### src/rtl/pba_pkg.sv
package pba_pkg;

  typedef enum logic [2:0] {
    OP_NOP       = 3'd0,
    OP_ALLOC_TX  = 3'd1,
    OP_MMU_RESET = 3'd2,
    OP_RELEASE   = 3'd3,
    OP_ACK_ALLOC = 3'd4
  } pba_op_e;

endpackage

### src/rtl/pba_first_free.sv
module pba_first_free #(
  parameter int NUM_BUFS = 16,
  localparam int IDX_W = $clog2(NUM_BUFS)
) (
  input  logic [NUM_BUFS-1:0] busy_i,
  output logic                found_o,
  output logic [IDX_W-1:0]    idx_o
);

  // Walk from the top so the last hit kept is the lowest clear index.
  always_comb begin
    found_o = 1'b0;
    idx_o   = '0;
    for (int i = NUM_BUFS - 1; i >= 0; i--) begin
      if (!busy_i[i]) begin
        found_o = 1'b1;
        idx_o   = IDX_W'(i);
      end
    end
  end

endmodule

### src/rtl/pba_owner_maps.sv
module pba_owner_maps #(
  parameter int NUM_BUFS = 16
) (
  input  logic                clk,
  input  logic                rst,
  input  logic                clr_all_i,
  input  logic [NUM_BUFS-1:0] set_tx_i,
  input  logic [NUM_BUFS-1:0] set_rx_i,
  input  logic [NUM_BUFS-1:0] free_i,
  output logic [NUM_BUFS-1:0] rx_mask_o,
  output logic [NUM_BUFS-1:0] tx_mask_o
);

  for (genvar b = 0; b < NUM_BUFS; b++) begin : g_bit
    always_ff @(posedge clk) begin
      if (rst || clr_all_i) begin
        tx_mask_o[b] <= 1'b0;
        rx_mask_o[b] <= 1'b0;
      end else begin
        if (set_tx_i[b])    tx_mask_o[b] <= 1'b1;
        else if (free_i[b]) tx_mask_o[b] <= 1'b0;
        if (set_rx_i[b])    rx_mask_o[b] <= 1'b1;
        else if (free_i[b]) rx_mask_o[b] <= 1'b0;
      end
    end
  end

endmodule

### src/rtl/pba_alloc_unit.sv
module pba_alloc_unit
  import pba_pkg::*;
#(
  parameter int NUM_BUFS = 16,
  parameter int PNUM_W   = 8
) (
  input  logic                clk,
  input  logic                rst,
  input  logic                cmd_valid,
  input  logic [2:0]          cmd_op,
  input  logic [PNUM_W-1:0]   rel_pnum,
  input  logic                rx_req,
  output logic                tx_grant,
  output logic                tx_fail,
  output logic                rx_grant,
  output logic                rx_fail,
  output logic [PNUM_W-1:0]   alloc_result,
  output logic [PNUM_W-1:0]   rx_pnum,
  output logic                alloc_done,
  output logic                queue_flush,
  output logic [NUM_BUFS-1:0] rx_mask,
  output logic [NUM_BUFS-1:0] tx_mask
);

  localparam int IDX_W = $clog2(NUM_BUFS);

  logic                do_tx, do_flush, do_rel, do_ack;
  logic [NUM_BUFS-1:0] busy, tx_pick, rx_pick, rel_vec;
  logic                tx_found, rx_found, tx_take, rx_take;
  logic [IDX_W-1:0]    tx_idx, rx_idx;

  // Command decode
  always_comb begin
    do_tx = 1'b0; do_flush = 1'b0; do_rel = 1'b0; do_ack = 1'b0;
    if (cmd_valid) begin
      case (pba_op_e'(cmd_op))
        OP_ALLOC_TX:  do_tx    = 1'b1;
        OP_MMU_RESET: do_flush = 1'b1;
        OP_RELEASE:   do_rel   = 1'b1;
        OP_ACK_ALLOC: do_ack   = 1'b1;
        default: ;
      endcase
    end
  end

  assign busy = rx_mask | tx_mask;

  // Transmit picks first; receive searches what transmit left over.
  pba_first_free #(.NUM_BUFS(NUM_BUFS)) u_tx_scan (
    .busy_i(busy), .found_o(tx_found), .idx_o(tx_idx)
  );

  assign tx_take = do_tx && tx_found;
  assign tx_pick = tx_take ? (NUM_BUFS'(1) << tx_idx) : '0;

  pba_first_free #(.NUM_BUFS(NUM_BUFS)) u_rx_scan (
    .busy_i(busy | tx_pick), .found_o(rx_found), .idx_o(rx_idx)
  );

  assign rx_take = rx_req && !do_flush && rx_found;
  assign rx_pick = rx_take ? (NUM_BUFS'(1) << rx_idx) : '0;

  assign rel_vec = (do_rel && (rel_pnum < PNUM_W'(NUM_BUFS)))
                   ? (NUM_BUFS'(1) << rel_pnum[IDX_W-1:0]) : '0;

  pba_owner_maps #(.NUM_BUFS(NUM_BUFS)) u_maps (
    .clk(clk), .rst(rst), .clr_all_i(do_flush),
    .set_tx_i(tx_pick), .set_rx_i(rx_pick), .free_i(rel_vec),
    .rx_mask_o(rx_mask), .tx_mask_o(tx_mask)
  );

  // Result fields, flag and pulses
  always_ff @(posedge clk) begin
    if (rst) begin
      tx_grant     <= 1'b0;
      tx_fail      <= 1'b0;
      rx_grant     <= 1'b0;
      rx_fail      <= 1'b0;
      alloc_result <= '0;
      rx_pnum      <= '0;
      alloc_done   <= 1'b0;
      queue_flush  <= 1'b0;
    end else begin
      tx_grant    <= tx_take;
      tx_fail     <= do_tx && !tx_found;
      rx_grant    <= rx_take;
      rx_fail     <= rx_req && !rx_take;
      queue_flush <= do_flush;
      if (tx_take) alloc_result <= PNUM_W'(tx_idx);
      if (rx_take) rx_pnum      <= PNUM_W'(rx_idx);
      if (do_flush || do_ack) alloc_done <= 1'b0;
      else if (tx_take)       alloc_done <= 1'b1;
    end
  end

  // a transmit grant marks a bit that was clear before
  a_r2_grant_new_bit: assert property (@(posedge clk) disable iff (rst)
    tx_grant |-> (((tx_mask >> alloc_result) & NUM_BUFS'(1)) != '0) &&
                 ((($past(tx_mask | rx_mask)) >> alloc_result) & NUM_BUFS'(1)) == '0);

  // receive grant and fail never together
  a_r3_rx_exclusive: assert property (@(posedge clk) disable iff (rst)
    !(rx_grant && rx_fail));

  // the flag is up whenever a transmit grant is reported
  a_r4_done_on_grant: assert property (@(posedge clk) disable iff (rst)
    tx_grant |-> alloc_done);

  // a refused transmit request leaves the transmit map and result alone
  a_r5_fail_keeps_state: assert property (@(posedge clk) disable iff (rst)
    tx_fail |-> $stable(tx_mask) && $stable(alloc_result));

  // one buffer never belongs to both paths
  a_r6_maps_disjoint: assert property (@(posedge clk) disable iff (rst)
    (rx_mask & tx_mask) == '0);

  // after a flush both maps are empty and the flag is down
  a_r8_flush_clears: assert property (@(posedge clk) disable iff (rst)
    queue_flush |-> (rx_mask == '0) && (tx_mask == '0) && !alloc_done);

endmodule

### config.mk
export PLATFORM = sky130hd
export DESIGN_NAME = pba_alloc_unit
export DESIGN_NICKNAME = d
export VERILOG_FILES = /design/src/rtl/pba_pkg.sv /design/src/rtl/pba_first_free.sv /design/src/rtl/pba_owner_maps.sv /design/src/rtl/pba_alloc_unit.sv
export SDC_FILE = /design/constraint.sdc
export NUM_CORES = 1
export LEC_CHECK = 0
export BUFFER_PORTS_ARGS = -buffer_cell sky130_fd_sc_hd__clkbuf_2
export CAP_MARGIN = 20
export CORE_AREA = 2 2 81 83
export CTS_CLUSTER_DIAMETER = 50
export CTS_CLUSTER_SIZE = 30
export DETAILED_ROUTE_END_ITERATION = 8
export DIE_AREA = 0 0 83 85
export GPL_TIMING_DRIVEN = 0
export HOLD_SLACK_MARGIN = 0.08
export MAX_ROUTING_LAYER = met4
export PLACE_DENSITY = 0.74
export SYNTH_ARGS = -nofsm -noshare
export SYNTH_HDL_FRONTEND = slang
export SYNTH_HIERARCHICAL = 1
export SYNTH_SLANG_ARGS = --single-unit
### constraint.sdc
create_clock -name clk -period 10.1 [get_ports clk]
set_input_delay 1.01 -clock clk [delete_from_list [all_inputs] [get_ports clk]]
set_output_delay 1.01 -clock clk [all_outputs]
set_load 0.01 [all_outputs]
==> results.yml, run 1 <==
grt:
  grt_start_max_net_pins: 15
  number_of_global_route_vias_before_repair: 2729
  global_route.overflow_total: 0
  antenna_found_initial: 0
  grt_pass1_wl_microns: 13420
  grtUsageTotal: 0.2429
worst_setup_path:
  worst-endpoint-arrival_ns: 4.56
  critical_path.max_fanout: 8
  cp_top_family: "simple AND/OR/NAND/NOR gates"
  critPathRequiredTime_ns: 10.34
  timing.critical_path.slowest_cell_delay_ns: 0.98
  slowest_stage: "sky130_fd_sc_hd__nor3_1"
  ff2ff_setup_slack_ns: 5.78
  path_buf_inv: 3
  crit_chain: "or2_2 > inv_1 > o21ai_0 > a311oi_1 > o21ai_1 > or2_2 > buf_1 > o21bai_1 > nand4_1 > nor3_1 > nand2_1 > nor4_1 > inv_1 > a21oi_2"
  criticalPathCategory: "flip-flop to flip-flop"
  crit_path_start_kind: "flip-flop"
  end_kind: "flip-flop"
power:
  p_leak_nw: 1.346
  power.internal_uw: 277.7
  netSwitchingPower_uw: 100.5
  power.density_nw_per_um2: 106.6
  clockPowerShare: 0.369
  power.share.combinational: 0.142
  ir_drop_uv: 69.37
  seq_power_share: 0.489
  power.switching_fraction: 0.2657
layout:
  layoutNonFillerInstCount: 534
  layout.core_utilization: 0.5717
  fin_nets: 471
  post_route_cells_drive_above_1_share: 0.3151
  flow.area_growth_from_synthesis_pct: 17.49
  finalInstanceArea_sq_um: 3547
  number_of_inserted_diodes: 0
  filler_cell_count_in_the_final_layout: 614
clocking:
  cts-resized-gates: 0
  clock_tree.htree_level_count: 2
  cts_tree: "built"
  numClockSinks: 46
  clkTransAtPathRegs_ns: 0.09
  clock_tree.root_cell: "sky130_fd_sc_hd__clkbuf_8"
  post_cts_buffers: 0
  holdBufCountCts: 0
  maximum_buffer_depth_of_the_clock_tree: 2
  clk-insertion-delay-late_ns: 0.30
  cts_buffers: 5
placement:
  placedCellCount: 526
  dp_hpwl_microns: 6362
  port_buffers: 59
  place_area_sq_um: 3437
  gp_congestion: 0.9099
die:
  design.die.area_sq_um: 7055
  boundaryPins: 69
  chipHeight_microns: 85
  initial_core_util: 0.4866
  rows: 29
  die_width_microns: 83
  core_sq_um: 6205
sta:
  max_slew.worst_pin.slew_ns: 1.190
  max_freq_ghz: 0.2316
  timing.setup.tns_ns: 0
  slew_viol_final: 0
  skew_ns: 0.005696
  finalSetupViolCount: 0
  fin_crit_sh: 0.4275
  rsz0062_at_grt: "no"
  relSlewSlack: 0.2003
  final.hold.worst_slack_ns: 0.4822
  hold_viol: 0
  min_period_ns: 4.318
drt:
  starting_drt_drc_count: 189
  routed_via_density: 5.197
  detail-route-antenna-nets: 0
  dr_total_vias: 2775
  dr_wl_cell_microns: 15.27
  drt_drc_violations_left: 0
  route.final.wire_length_microns: 8153
  drt_pre_antenna_iters: 4
synthesis:
  yosysUniqueCellTypes: 43
  ys_async_sr_fraction: 0
  synthesis.yosys.warnings: 6
  syn_inst: 383
  synth-edff-count: 0
  synth_seq_cells: 46
  synth_flop_cell: "sky130_fd_sc_hd__dfxtp_1"
  netlist_area_sq_um: 3019
  synth.yosys.seq_area_share: 0.3050
  synth_area_per_cell_sq_um: 7.883
min_path:
  holdCritPathClass: "flip-flop to flip-flop"
run_status:
  status: "completed"
flow_run:
  maxCapViolations: 0
==> state kept, by name, indices dropped and copies added, names as in the netlist <==
signal,count
rx_pnum,4
rx_grant,1
alloc_result,4
alloc_done,1
queue_flush,1
tx_fail,1
rx_fail,1
u_maps/rx_mask_o,16
u_maps/tx_mask_o,16
tx_grant,1
==> cells in the final DEF (no fill, tap or decap), types with 5 or more instances in the layout <==
master | synthesis | layout
sky130_fd_sc_hd__inv_1 | 41 | 41
sky130_fd_sc_hd__nand2_1 | 18 | 18
sky130_fd_sc_hd__nor2_1 | 41 | 41
sky130_fd_sc_hd__o21ai_0 | 10 | 10
sky130_fd_sc_hd__o21bai_1 | 16 | 16
sky130_fd_sc_hd__clkbuf_8 | 0 | 5
sky130_fd_sc_hd__nor4_1 | 6 | 6
sky130_fd_sc_hd__nand2b_1 | 52 | 52
sky130_fd_sc_hd__a21oi_1 | 7 | 7
sky130_fd_sc_hd__buf_4 | 9 | 9
sky130_fd_sc_hd__a21oi_2 | 30 | 30
sky130_fd_sc_hd__conb_1 | 1 | 8
sky130_fd_sc_hd__nor3_1 | 18 | 18
sky130_fd_sc_hd__nand4_1 | 8 | 8
sky130_fd_sc_hd__clkbuf_2 | 0 | 59
sky130_fd_sc_hd__dfxtp_1 | 46 | 46
sky130_fd_sc_hd__or2_2 | 17 | 17
==> cell families after synthesis <==
kind of cell | count (synthesis) | synth area share
and+or+nand+nor | 192 | 0.3809
buffers and inverters | 64 | 0.1160
xor gates and xnor gates | 1 | 0.002901
other | 1 | 0.001242
muxes | 4 | 0.01326
DFF | 46 | 0.3050
AOI/OAI and AO/OA | 75 | 0.1807
==> final timing paths <==
path | start | depth (start not counted) | end
worst max-delay path | u_maps/tx_mask_o[14] | 14 | u_maps/rx_mask_o[9]
worst min-delay path | alloc_result[3] | 2 | alloc_result[3]
worst max register to register | u_maps/tx_mask_o[14] | 14 | u_maps/rx_mask_o[9]
worst min register to register | alloc_result[3] | 2 | alloc_result[3]
==> worst reg2reg max path: stages (launching register included) <==
cell and delay [ns]:
sky130_fd_sc_hd__dfxtp_1 0.33, sky130_fd_sc_hd__or2_2 0.35, sky130_fd_sc_hd__inv_1 0.07, sky130_fd_sc_hd__o21ai_0 0.07, sky130_fd_sc_hd__a311oi_1 0.31, sky130_fd_sc_hd__o21ai_1 0.21, sky130_fd_sc_hd__or2_2 0.33, sky130_fd_sc_hd__buf_1 0.24
sky130_fd_sc_hd__o21bai_1 0.38, sky130_fd_sc_hd__nand4_1 0.20, sky130_fd_sc_hd__nor3_1 0.98, sky130_fd_sc_hd__nand2_1 0.27, sky130_fd_sc_hd__nor4_1 0.31, sky130_fd_sc_hd__inv_1 0.10, sky130_fd_sc_hd__a21oi_2 0.11
==> power groups by stage <==
stage                     registers [mW]  clock network [mW]  logic (mW)
after floorplan                    0.190                   0      0.0360
after global placement             0.189                   0      0.0525
after detailed placement           0.189                   0      0.0531
after CTS                          0.185               0.142      0.0532
after global routing               0.185               0.149      0.0581
final                              0.185               0.140      0.0539
==> layer usage <==
metal  vias up  wire length, microns  share of wire  global-route usage
met1      1285                  3734           0.46              0.3145
met2        73                  3916           0.48              0.4025
met3         8                   417          0.051             0.03210
met5         -                     0              0                   -
met4         0                    85          0.010             0.06408
li1       1409                     -              -                   -
==> cells in the mapped netlist, types with 2 or more instances <==
master | n | area, sq um
sky130_fd_sc_hd__nand2b_1 | 52 | 325.3
sky130_fd_sc_hd__dfxtp_1 | 46 | 920.9
sky130_fd_sc_hd__inv_1 | 41 | 153.9
sky130_fd_sc_hd__nor2_1 | 41 | 153.9
sky130_fd_sc_hd__a21oi_2 | 30 | 262.8
sky130_fd_sc_hd__nand2_1 | 18 | 67.56
sky130_fd_sc_hd__nor3_1 | 18 | 90.09
sky130_fd_sc_hd__or2_2 | 17 | 106.4
sky130_fd_sc_hd__o21bai_1 | 16 | 120.1
sky130_fd_sc_hd__o21ai_0 | 10 | 50.05
sky130_fd_sc_hd__buf_4 | 9 | 67.56
sky130_fd_sc_hd__nand4_1 | 8 | 50.05
sky130_fd_sc_hd__a21oi_1 | 7 | 35.03
sky130_fd_sc_hd__nor4_1 | 6 | 37.54
sky130_fd_sc_hd__a31oi_1 | 4 | 25.02
sky130_fd_sc_hd__buf_6 | 4 | 45.04
sky130_fd_sc_hd__buf_8 | 4 | 60.06
sky130_fd_sc_hd__mux2i_1 | 4 | 40.04
sky130_fd_sc_hd__nand4_2 | 4 | 50.05
sky130_fd_sc_hd__nand4b_1 | 4 | 35.03
sky130_fd_sc_hd__nor2b_1 | 4 | 25.02
sky130_fd_sc_hd__o21ai_1 | 4 | 20.02
sky130_fd_sc_hd__buf_1 | 3 | 11.26
sky130_fd_sc_hd__nand3_1 | 3 | 15.01
sky130_fd_sc_hd__a311oi_1 | 2 | 17.52
sky130_fd_sc_hd__and2_1 | 2 | 12.51
sky130_fd_sc_hd__clkbuf_1 | 2 | 7.510
sky130_fd_sc_hd__nand2_2 | 2 | 12.51
sky130_fd_sc_hd__nand4b_2 | 2 | 30.03
sky130_fd_sc_hd__nor4b_1 | 2 | 17.52
sky130_fd_sc_hd__o21a_1 | 2 | 15.01
==> metrics by stage <==
stage / total power, mW / setup slack (ns)
after floorplan: 0.2261 / 6.865
after global placement: 0.2415 / 6.071
after detailed placement: 0.2423 / 6.002
after CTS: 0.3798 / 5.970
after global routing: 0.3919 / 5.600
final: 0.3783 / 5.782
==> area by class of cell <==
| cell class | count | area [sq um] | area share |
|---|---|---|---|
| Inverter | 41 | 153.9 | 0.04339 |
| Sequential cell | 46 | 920.9 | 0.2596 |
| Multi-Input combinational cell | 280 | 1774 | 0.5002 |
| Buffer | 23 | 196.4 | 0.05538 |
| Tap cell | 77 | 96.34 | 0.02716 |
| Clock buffer | 6 | 72.57 | 0.02046 |
| Clock inverter | 2 | 37.54 | 0.01058 |
| Timing Repair Buffer | 59 | 295.3 | 0.08325 |
(Power assumes the default switching activity.)
==> run 2: changes to the inputs <==
==> constraint.sdc (replaced) <==
create_clock -name clk -period 3.98 [get_ports clk]
set_input_delay 0.398 -clock clk [delete_from_list [all_inputs] [get_ports clk]]
set_output_delay 0.398 -clock clk [all_outputs]
set_load 0.01 [all_outputs]
==> run 2 against run 1 <==
  * Die area unchanged
  * Global-route usage up 0.085 points
  * Non-clock buffer count up 1
  * Maximum frequency up 16%
  * Power rose to 2.5 times the previous value
  * Via count up 1.0%
  * Routed wire length up 0.85%
  * Count of clock-buffer cells in the layout unchanged
  * Critical path type unchanged
  * Critical endpoint is now u_maps/rx_mask_o[6]
  * Largest power group unchanged
==> results.yml, run 2 (synthesis results as in run 1) <==
die:
  boundaryPins: 69
  design.die.area_sq_um: 7055
  die_width_microns: 83
  initial_core_util: 0.4866
  core_sq_um: 6205
  chipHeight_microns: 85
  rows: 29
grt:
  global_route.overflow_total: 0
  number_of_global_route_vias_before_repair: 2744
  grt_pass1_wl_microns: 13470
  grt_start_max_net_pins: 15
  grt_use_met1: 0.3157
  use_met3: 0.03210
  grtUsageTotal: 0.2438
  gr_util_met2: 0.4010
  grt_busiest_layer: "met2"
  antenna_found_initial: 0
power:
  power.switching_fraction: 0.2660
  power.share.combinational: 0.145
  p_leak_nw: 1.357
  seq_power_share: 0.488
  clockPowerShare: 0.367
  power.density_nw_per_um2: 268.7
  netSwitchingPower_uw: 255.8
  power.internal_uw: 706.0
  ir_drop_uv: 176.8
  total_power_uw: 961.8
worst_setup_path:
  end_kind: "flip-flop"
  crit_path_start_kind: "flip-flop"
  path_buf_inv: 3
  cp_top_family: "simple AND/OR/NAND/NOR gates"
  worst-endpoint-arrival_ns: 3.97
  critical_path.max_fanout: 8
  timing.critical_path.slowest_cell_delay_ns: 0.42
  crit_chain: "or2_2 > inv_1 > o21ai_0 > a311oi_1 > o21ai_1 > or2_2 > buf_1 > o21bai_1 > nand4_1 > nor2_2 > nand2_1 > nor4_1 > inv_1 > a21oi_2"
  critPathRequiredTime_ns: 4.22
  slowest_stage: "sky130_fd_sc_hd__nor2_2"
  criticalPathCategory: "flip-flop to flip-flop"
clocking:
  clk-insertion-delay-late_ns: 0.30
  clock_tree.htree_level_count: 2
  cts_buffers: 5
  holdBufCountCts: 0
  clock_tree.root_cell: "sky130_fd_sc_hd__clkbuf_8"
  maximum_buffer_depth_of_the_clock_tree: 2
  clkTransAtPathRegs_ns: 0.09
  cts_tree: "built"
  numClockSinks: 46
drt:
  drt_drc_violations_left: 0
  routed_via_density: 5.239
  detail-route-antenna-nets: 0
  dr_wl_cell_microns: 15.37
  starting_drt_drc_count: 202
  dr_total_vias: 2803
  route.final.wire_length_microns: 8222
  drt_pre_antenna_iters: 5
placement:
  dp_hpwl_microns: 6362
  port_buffers: 59
  gp_congestion: 0.9099
layout:
  number_of_inserted_diodes: 0
  multi_input_area_sq_um: 1799
  flow.area_growth_from_synthesis_pct: 18.57
  mostFrequentLayoutCell: "sky130_fd_sc_hd__clkbuf_2"
  filler_cell_count_in_the_final_layout: 609
  post_route_cells_drive_above_1_share: 0.3231
  largestRegisters: "u_maps/rx_mask_o: 16 flops, u_maps/tx_mask_o: 16 flops"
  fin_nets: 472
  seq_area_sq_um: 920.9
  final_cell_mix: "sky130_fd_sc_hd__clkbuf_2 (59), sky130_fd_sc_hd__nand2b_1 (52), sky130_fd_sc_hd__dfxtp_1 (46), sky130_fd_sc_hd__inv_1 (41), sky130_fd_sc_hd__nor2_1 (40)"
sta:
  slew_viol_final: 0
  max_freq_ghz: 0.2686
  timing.setup.tns_ns: 0
  max_slew.worst_pin.slew_ns: 0.6165
  hold_viol: 0
  final.hold.worst_slack_ns: 0.3445
  rsz0062_at_grt: "no"
  skew_ns: 0.006885
  relSlewSlack: 0.5859
  finalSetupViolCount: 0
  fin_crit_sh: 0.9355
  min_period_ns: 3.723
min_path:
  holdCritPathClass: "input port to flip-flop"
run_status:
  status: "completed"
flow_run:
  maxCapViolations: 0
[run 2: through the flow]
step	cell area (sq um)	setup slack, ns	std cells	util
floorplan	3045	0.7594	390	-
global placement	3437	-0.04942	526	0.5539
finish	3580	0.2567	535	0.5769
detailed placement	3437	-0.1182	526	0.5539
CTS	3552	0.01868	534	0.5725
global route	3580	0.006581	535	0.5769
[run 2: layer usage]
metal  up-vias  share of wire
met2        80           0.48
met5         -              0
li1       1410              -
met1      1303           0.45
met3        10          0.057
met4         0          0.012
[run 2: power by group through the flow]
stage | Clock, mW | Sequential (mW) | Combinational [mW]
6_report | 0.353 | 0.469 | 0.139
5_1_grt | 0.377 | 0.470 | 0.149
4_1_cts | 0.360 | 0.469 | 0.135
3_5_place_dp | 0 | 0.480 | 0.135
3_3_place_gp | 0 | 0.480 | 0.133
2_1_floorplan | 0 | 0.482 | 0.0913
[run 2: worst paths after layout]
path,startpoint,endpoint,slack [ns],cells past startpoint
hold reg to reg,alloc_result[3],alloc_result[3],0.48,2
hold / removal,cmd_op[1],tx_fail,0.34,2
setup reg to reg,u_maps/tx_mask_o[14],u_maps/rx_mask_o[6],0.26,14
setup / recovery,u_maps/tx_mask_o[14],u_maps/rx_mask_o[6],0.26,14
[run 2: what timing repair did]
item,4_1_cts,5_1_grt
buffers inserted,0,1
gates resized for setup,1,4
pin swaps,0,1
endpoints found under the setup margin,8,14
hold endpoints to repair,0,0
[run 2: cell type report]
class,instances,share of cell area
plain buffers,23,0.05488
clock buffers,6,0.02027
clock inverters,2,0.01049
inverters,41,0.04299
multi-input cells,280,0.5026
flip-flops and latches,46,0.2573
well taps,77,0.02691
repair buffers,60,0.08459
[run 2: worst reg2reg max path: stages (launching register included)]
cell                       delay (ns)
sky130_fd_sc_hd__dfxtp_1         0.33
sky130_fd_sc_hd__or2_2           0.35
sky130_fd_sc_hd__inv_1           0.06
sky130_fd_sc_hd__o21ai_0         0.07
sky130_fd_sc_hd__a311oi_1        0.30
sky130_fd_sc_hd__o21ai_1         0.21
sky130_fd_sc_hd__or2_2           0.33
sky130_fd_sc_hd__buf_1           0.24
sky130_fd_sc_hd__o21bai_1        0.38
sky130_fd_sc_hd__nand4_1         0.28
sky130_fd_sc_hd__nor2_2          0.42
sky130_fd_sc_hd__nand2_1         0.20
sky130_fd_sc_hd__nor4_1          0.28
sky130_fd_sc_hd__inv_1           0.09
sky130_fd_sc_hd__a21oi_2         0.11
==> run 3: changes to the inputs <==
--- a/config.mk
+++ b/config.mk
@@ -5,17 +5,18 @@
 export SDC_FILE = /design/constraint.sdc
 export NUM_CORES = 1
 export LEC_CHECK = 0
+export ABC_AREA = 1
 export BUFFER_PORTS_ARGS = -buffer_cell sky130_fd_sc_hd__clkbuf_2
 export CAP_MARGIN = 20
-export CORE_AREA = 2 2 81 83
+export CORE_AREA = 2 2 82 84
 export CTS_CLUSTER_DIAMETER = 50
 export CTS_CLUSTER_SIZE = 30
 export DETAILED_ROUTE_END_ITERATION = 8
-export DIE_AREA = 0 0 83 85
+export DIE_AREA = 0 0 84 86
 export GPL_TIMING_DRIVEN = 0
 export HOLD_SLACK_MARGIN = 0.08
 export MAX_ROUTING_LAYER = met4
-export PLACE_DENSITY = 0.74
+export PLACE_DENSITY = 0.73
 export SYNTH_ARGS = -nofsm -noshare
 export SYNTH_HDL_FRONTEND = slang
 export SYNTH_HIERARCHICAL = 1
==> run 3 against run 2 <==
  * Worst setup slack better by 0.10 ns
  * Count of clock-buffer cells in the layout down 1
  * Synthesized area up 1.1%
  * Maximum frequency up 2.9%
  * Clock skew up 0.0035 ns
  * Register-to-register slack better by 0.10 ns
  * Critical path type unchanged
  * Largest cell class unchanged
  * Highest routed layer unchanged
==> results.yml, run 3 <==
run_status:
  status: "completed"
drt:
  routed_via_density: 4.851
  drt_drc_violations_left: 0
  starting_drt_drc_count: 210
  dr_wl_cell_microns: 13.16
  route.final.wire_length_microns: 8538
  dr_total_vias: 3148
  detail-route-antenna-nets: 0
  drt_pre_antenna_iters: 6
sta:
  slew_viol_final: 0
  skew_ns: 0.01039
  hold_viol: 0
  relSlewSlack: 0.6503
  fin_crit_sh: 0.9092
  timing.setup.tns_ns: 0
  rsz0062_at_grt: "no"
  finalSetupViolCount: 0
  max_slew.worst_pin.slew_ns: 0.5221
  min_period_ns: 3.619
  max_freq_ghz: 0.2764
power:
  power.share.combinational: 0.159
  clockPowerShare: 0.335
  seq_power_share: 0.506
  netSwitchingPower_uw: 287.8
  p_leak_nw: 1.595
  power.density_nw_per_um2: 256.4
  ir_drop_uv: 194.1
  power.internal_uw: 647.7
  power.switching_fraction: 0.3076
grt:
  grt_pass1_wl_microns: 13660
  global_route.overflow_total: 0
  number_of_global_route_vias_before_repair: 2892
  antenna_found_initial: 0
  grtUsageTotal: 0.2447
  grt_start_max_net_pins: 18
clocking:
  cts-resized-gates: 0
  clock_tree.root_cell: "sky130_fd_sc_hd__clkbuf_8"
  numClockSinks: 46
  clk-insertion-delay-late_ns: 0.31
  maximum_buffer_depth_of_the_clock_tree: 2
  post_cts_buffers: 0
  cts_tree: "built"
  holdBufCountCts: 0
  cts_buffers: 5
  clock_tree.htree_level_count: 2
  clkTransAtPathRegs_ns: 0.10
synthesis:
  yosysUniqueCellTypes: 24
  synth-edff-count: 0
  netlist_area_sq_um: 3052
  synth_flop_cell: "sky130_fd_sc_hd__dfxtp_1"
  synthesis.yosys.warnings: 6
  synth_area_leaders: "sky130_fd_sc_hd__dfxtp_1 (30%), sky130_fd_sc_hd__inv_1 (13%), sky130_fd_sc_hd__nand2_1 (13%)"
  synth_seq_cells: 46
  synth_top_cell_area_share: 0.3018
  commonest_cells_post_synth: "sky130_fd_sc_hd__inv_1 (107), sky130_fd_sc_hd__nand2_1 (107), sky130_fd_sc_hd__nor2_1 (79)"
  synth_largest_area_cell: "sky130_fd_sc_hd__dfxtp_1"
  synth.yosys.seq_area_share: 0.3018
  synth_area_per_cell_sq_um: 6.140
  ys_async_sr_fraction: 0
  syn_inst: 497
worst_setup_path:
  reg2reg_from: "u_maps/tx_mask_o[14]"
  critPathRequiredTime_ns: 4.19
  crit_path_start_kind: "flip-flop"
  ff2ff_setup_slack_ns: 0.36
  end_kind: "flip-flop"
  reg2regPathDepth: 23
  critical_path.max_fanout: 10
  worst_setup_path_endpoint: "u_maps/rx_mask_o[14]"
  criticalPathCategory: "flip-flop to flip-flop"
  worst-endpoint-arrival_ns: 3.82
  setup.worst_path.start: "u_maps/tx_mask_o[14]"
  r2r_end: "u_maps/rx_mask_o[14]"
layout:
  final_cell_mix: "sky130_fd_sc_hd__nand2_1 (107), sky130_fd_sc_hd__inv_1 (105), sky130_fd_sc_hd__nor2_1 (79), sky130_fd_sc_hd__clkbuf_2 (61), sky130_fd_sc_hd__dfxtp_1 (46)"
  mostFrequentLayoutCell: "sky130_fd_sc_hd__nand2_1"
  filler_cell_count_in_the_final_layout: 639
  flow.area_growth_from_synthesis_pct: 19.56
  fin_nets: 586
  layout.core_utilization: 0.5812
  largestRegisters: "u_maps/rx_mask_o: 16 flops, u_maps/tx_mask_o: 16 flops"
  number_of_inserted_diodes: 0
  post_route_cells_drive_above_1_share: 0.2710
die:
  chipHeight_microns: 86
  boundaryPins: 69
  initial_core_util: 0.4861
  die_width_microns: 84
  design.die.area_sq_um: 7224
  rows: 29
  core_sq_um: 6277
placement:
  port_buffers: 60
  gp_congestion: 0.9491
  dp_hpwl_microns: 6800
min_path:
  holdCritPathClass: "input port to flip-flop"
flow_run:
  maxCapViolations: 0
run 3: power groups by stage:
stage / combinational [mW] / clock, mW / sequential, mW
global route: 0.164 / 0.339 / 0.474
detailed placement: 0.139 / 0 / 0.484
finish: 0.149 / 0.313 / 0.473
global placement: 0.138 / 0 / 0.484
CTS: 0.140 / 0.323 / 0.473
floorplan: 0.0932 / 0 / 0.488
run 3: cells by family (layout without fill, tap and decap cells):
family	count (synthesis)	count (layout)	synth area share
flops	46	46	0.3018
buf+inv	131	199	0.1865
simple gates	266	266	0.3834
compound gates	53	53	0.1271
other cells	1	8	0.001229
run 3: how the worst min path moves through the flow:
stage	startpoint	to	slack (ns)	cells past startpoint
6_report	rx_req	rx_fail	0.30	3
2_1_floorplan	alloc_done	alloc_done	0.47	2
3_5_place_dp	alloc_done	alloc_done	0.43	2
5_1_grt	rx_req	rx_fail	0.31	3
3_3_place_gp	alloc_done	alloc_done	0.43	2
4_1_cts	rx_req	rx_fail	0.30	3
run 3: stage by stage:
step,power (mW),cells,area (sq um),hold WS (ns),setup slack (ns)
floorplan,0.5812,504,3078,0.4656,0.9034
global placement,0.6214,641,3475,0.4284,0.2524
detailed placement,0.6231,641,3475,0.4326,0.2411
CTS,0.9363,649,3570,0.3022,0.2053
global route,0.9780,649,3649,0.3102,0.0002398
finish,0.9355,649,3649,0.3001,0.3615
run 3: worst max-delay path, cell delays in order, from the launching register on:
cell	delay (ns)
sky130_fd_sc_hd__dfxtp_1	0.34
sky130_fd_sc_hd__nor2_1	0.17
sky130_fd_sc_hd__inv_1	0.09
sky130_fd_sc_hd__nand2_1	0.07
sky130_fd_sc_hd__nand3_1	0.06
sky130_fd_sc_hd__nand3_1	0.07
sky130_fd_sc_hd__nand3_1	0.09
sky130_fd_sc_hd__nand3_1	0.08
sky130_fd_sc_hd__nand2_1	0.06
sky130_fd_sc_hd__a31oi_1	0.17
sky130_fd_sc_hd__buf_2	0.28
sky130_fd_sc_hd__nand2_1	0.08
sky130_fd_sc_hd__nor2_1	0.20
sky130_fd_sc_hd__nand2_1	0.09
sky130_fd_sc_hd__o21ai_1	0.27
sky130_fd_sc_hd__nand4_1	0.15
sky130_fd_sc_hd__nor2_1	0.26
sky130_fd_sc_hd__nand2_1	0.12
sky130_fd_sc_hd__nand2_1	0.08
sky130_fd_sc_hd__clkinv_1	0.21
sky130_fd_sc_hd__nand2_2	0.33
sky130_fd_sc_hd__nor3_2	0.11
sky130_fd_sc_hd__inv_1	0.08
sky130_fd_sc_hd__a21oi_2	0.05
run 3: per-layer routing:
| metal | up-vias | share of wire | GRT usage |
|---|---|---|---|
| li1 | 1638 | - | - |
| met1 | 1415 | 0.46 | 0.2963 |
| met2 | 87 | 0.49 | 0.4422 |
| met3 | 8 | 0.045 | 0.03080 |
| met4 | 0 | 0.0083 | 0.04399 |
| met5 | - | 0 | - |
run 3: cell type report:
cell class | count | area [sq um] | area share
timing repair buffer | 60 | 300.3 | 0.08230
inverter | 114 | 427.9 | 0.1173
multi-input combinational | 327 | 1665 | 0.4564
buffer | 17 | 142.6 | 0.03909
sequential | 46 | 920.9 | 0.2524
tap | 77 | 96.34 | 0.02641
clock inverter | 3 | 26.28 | 0.007202
clock buffer | 5 | 68.82 | 0.01886
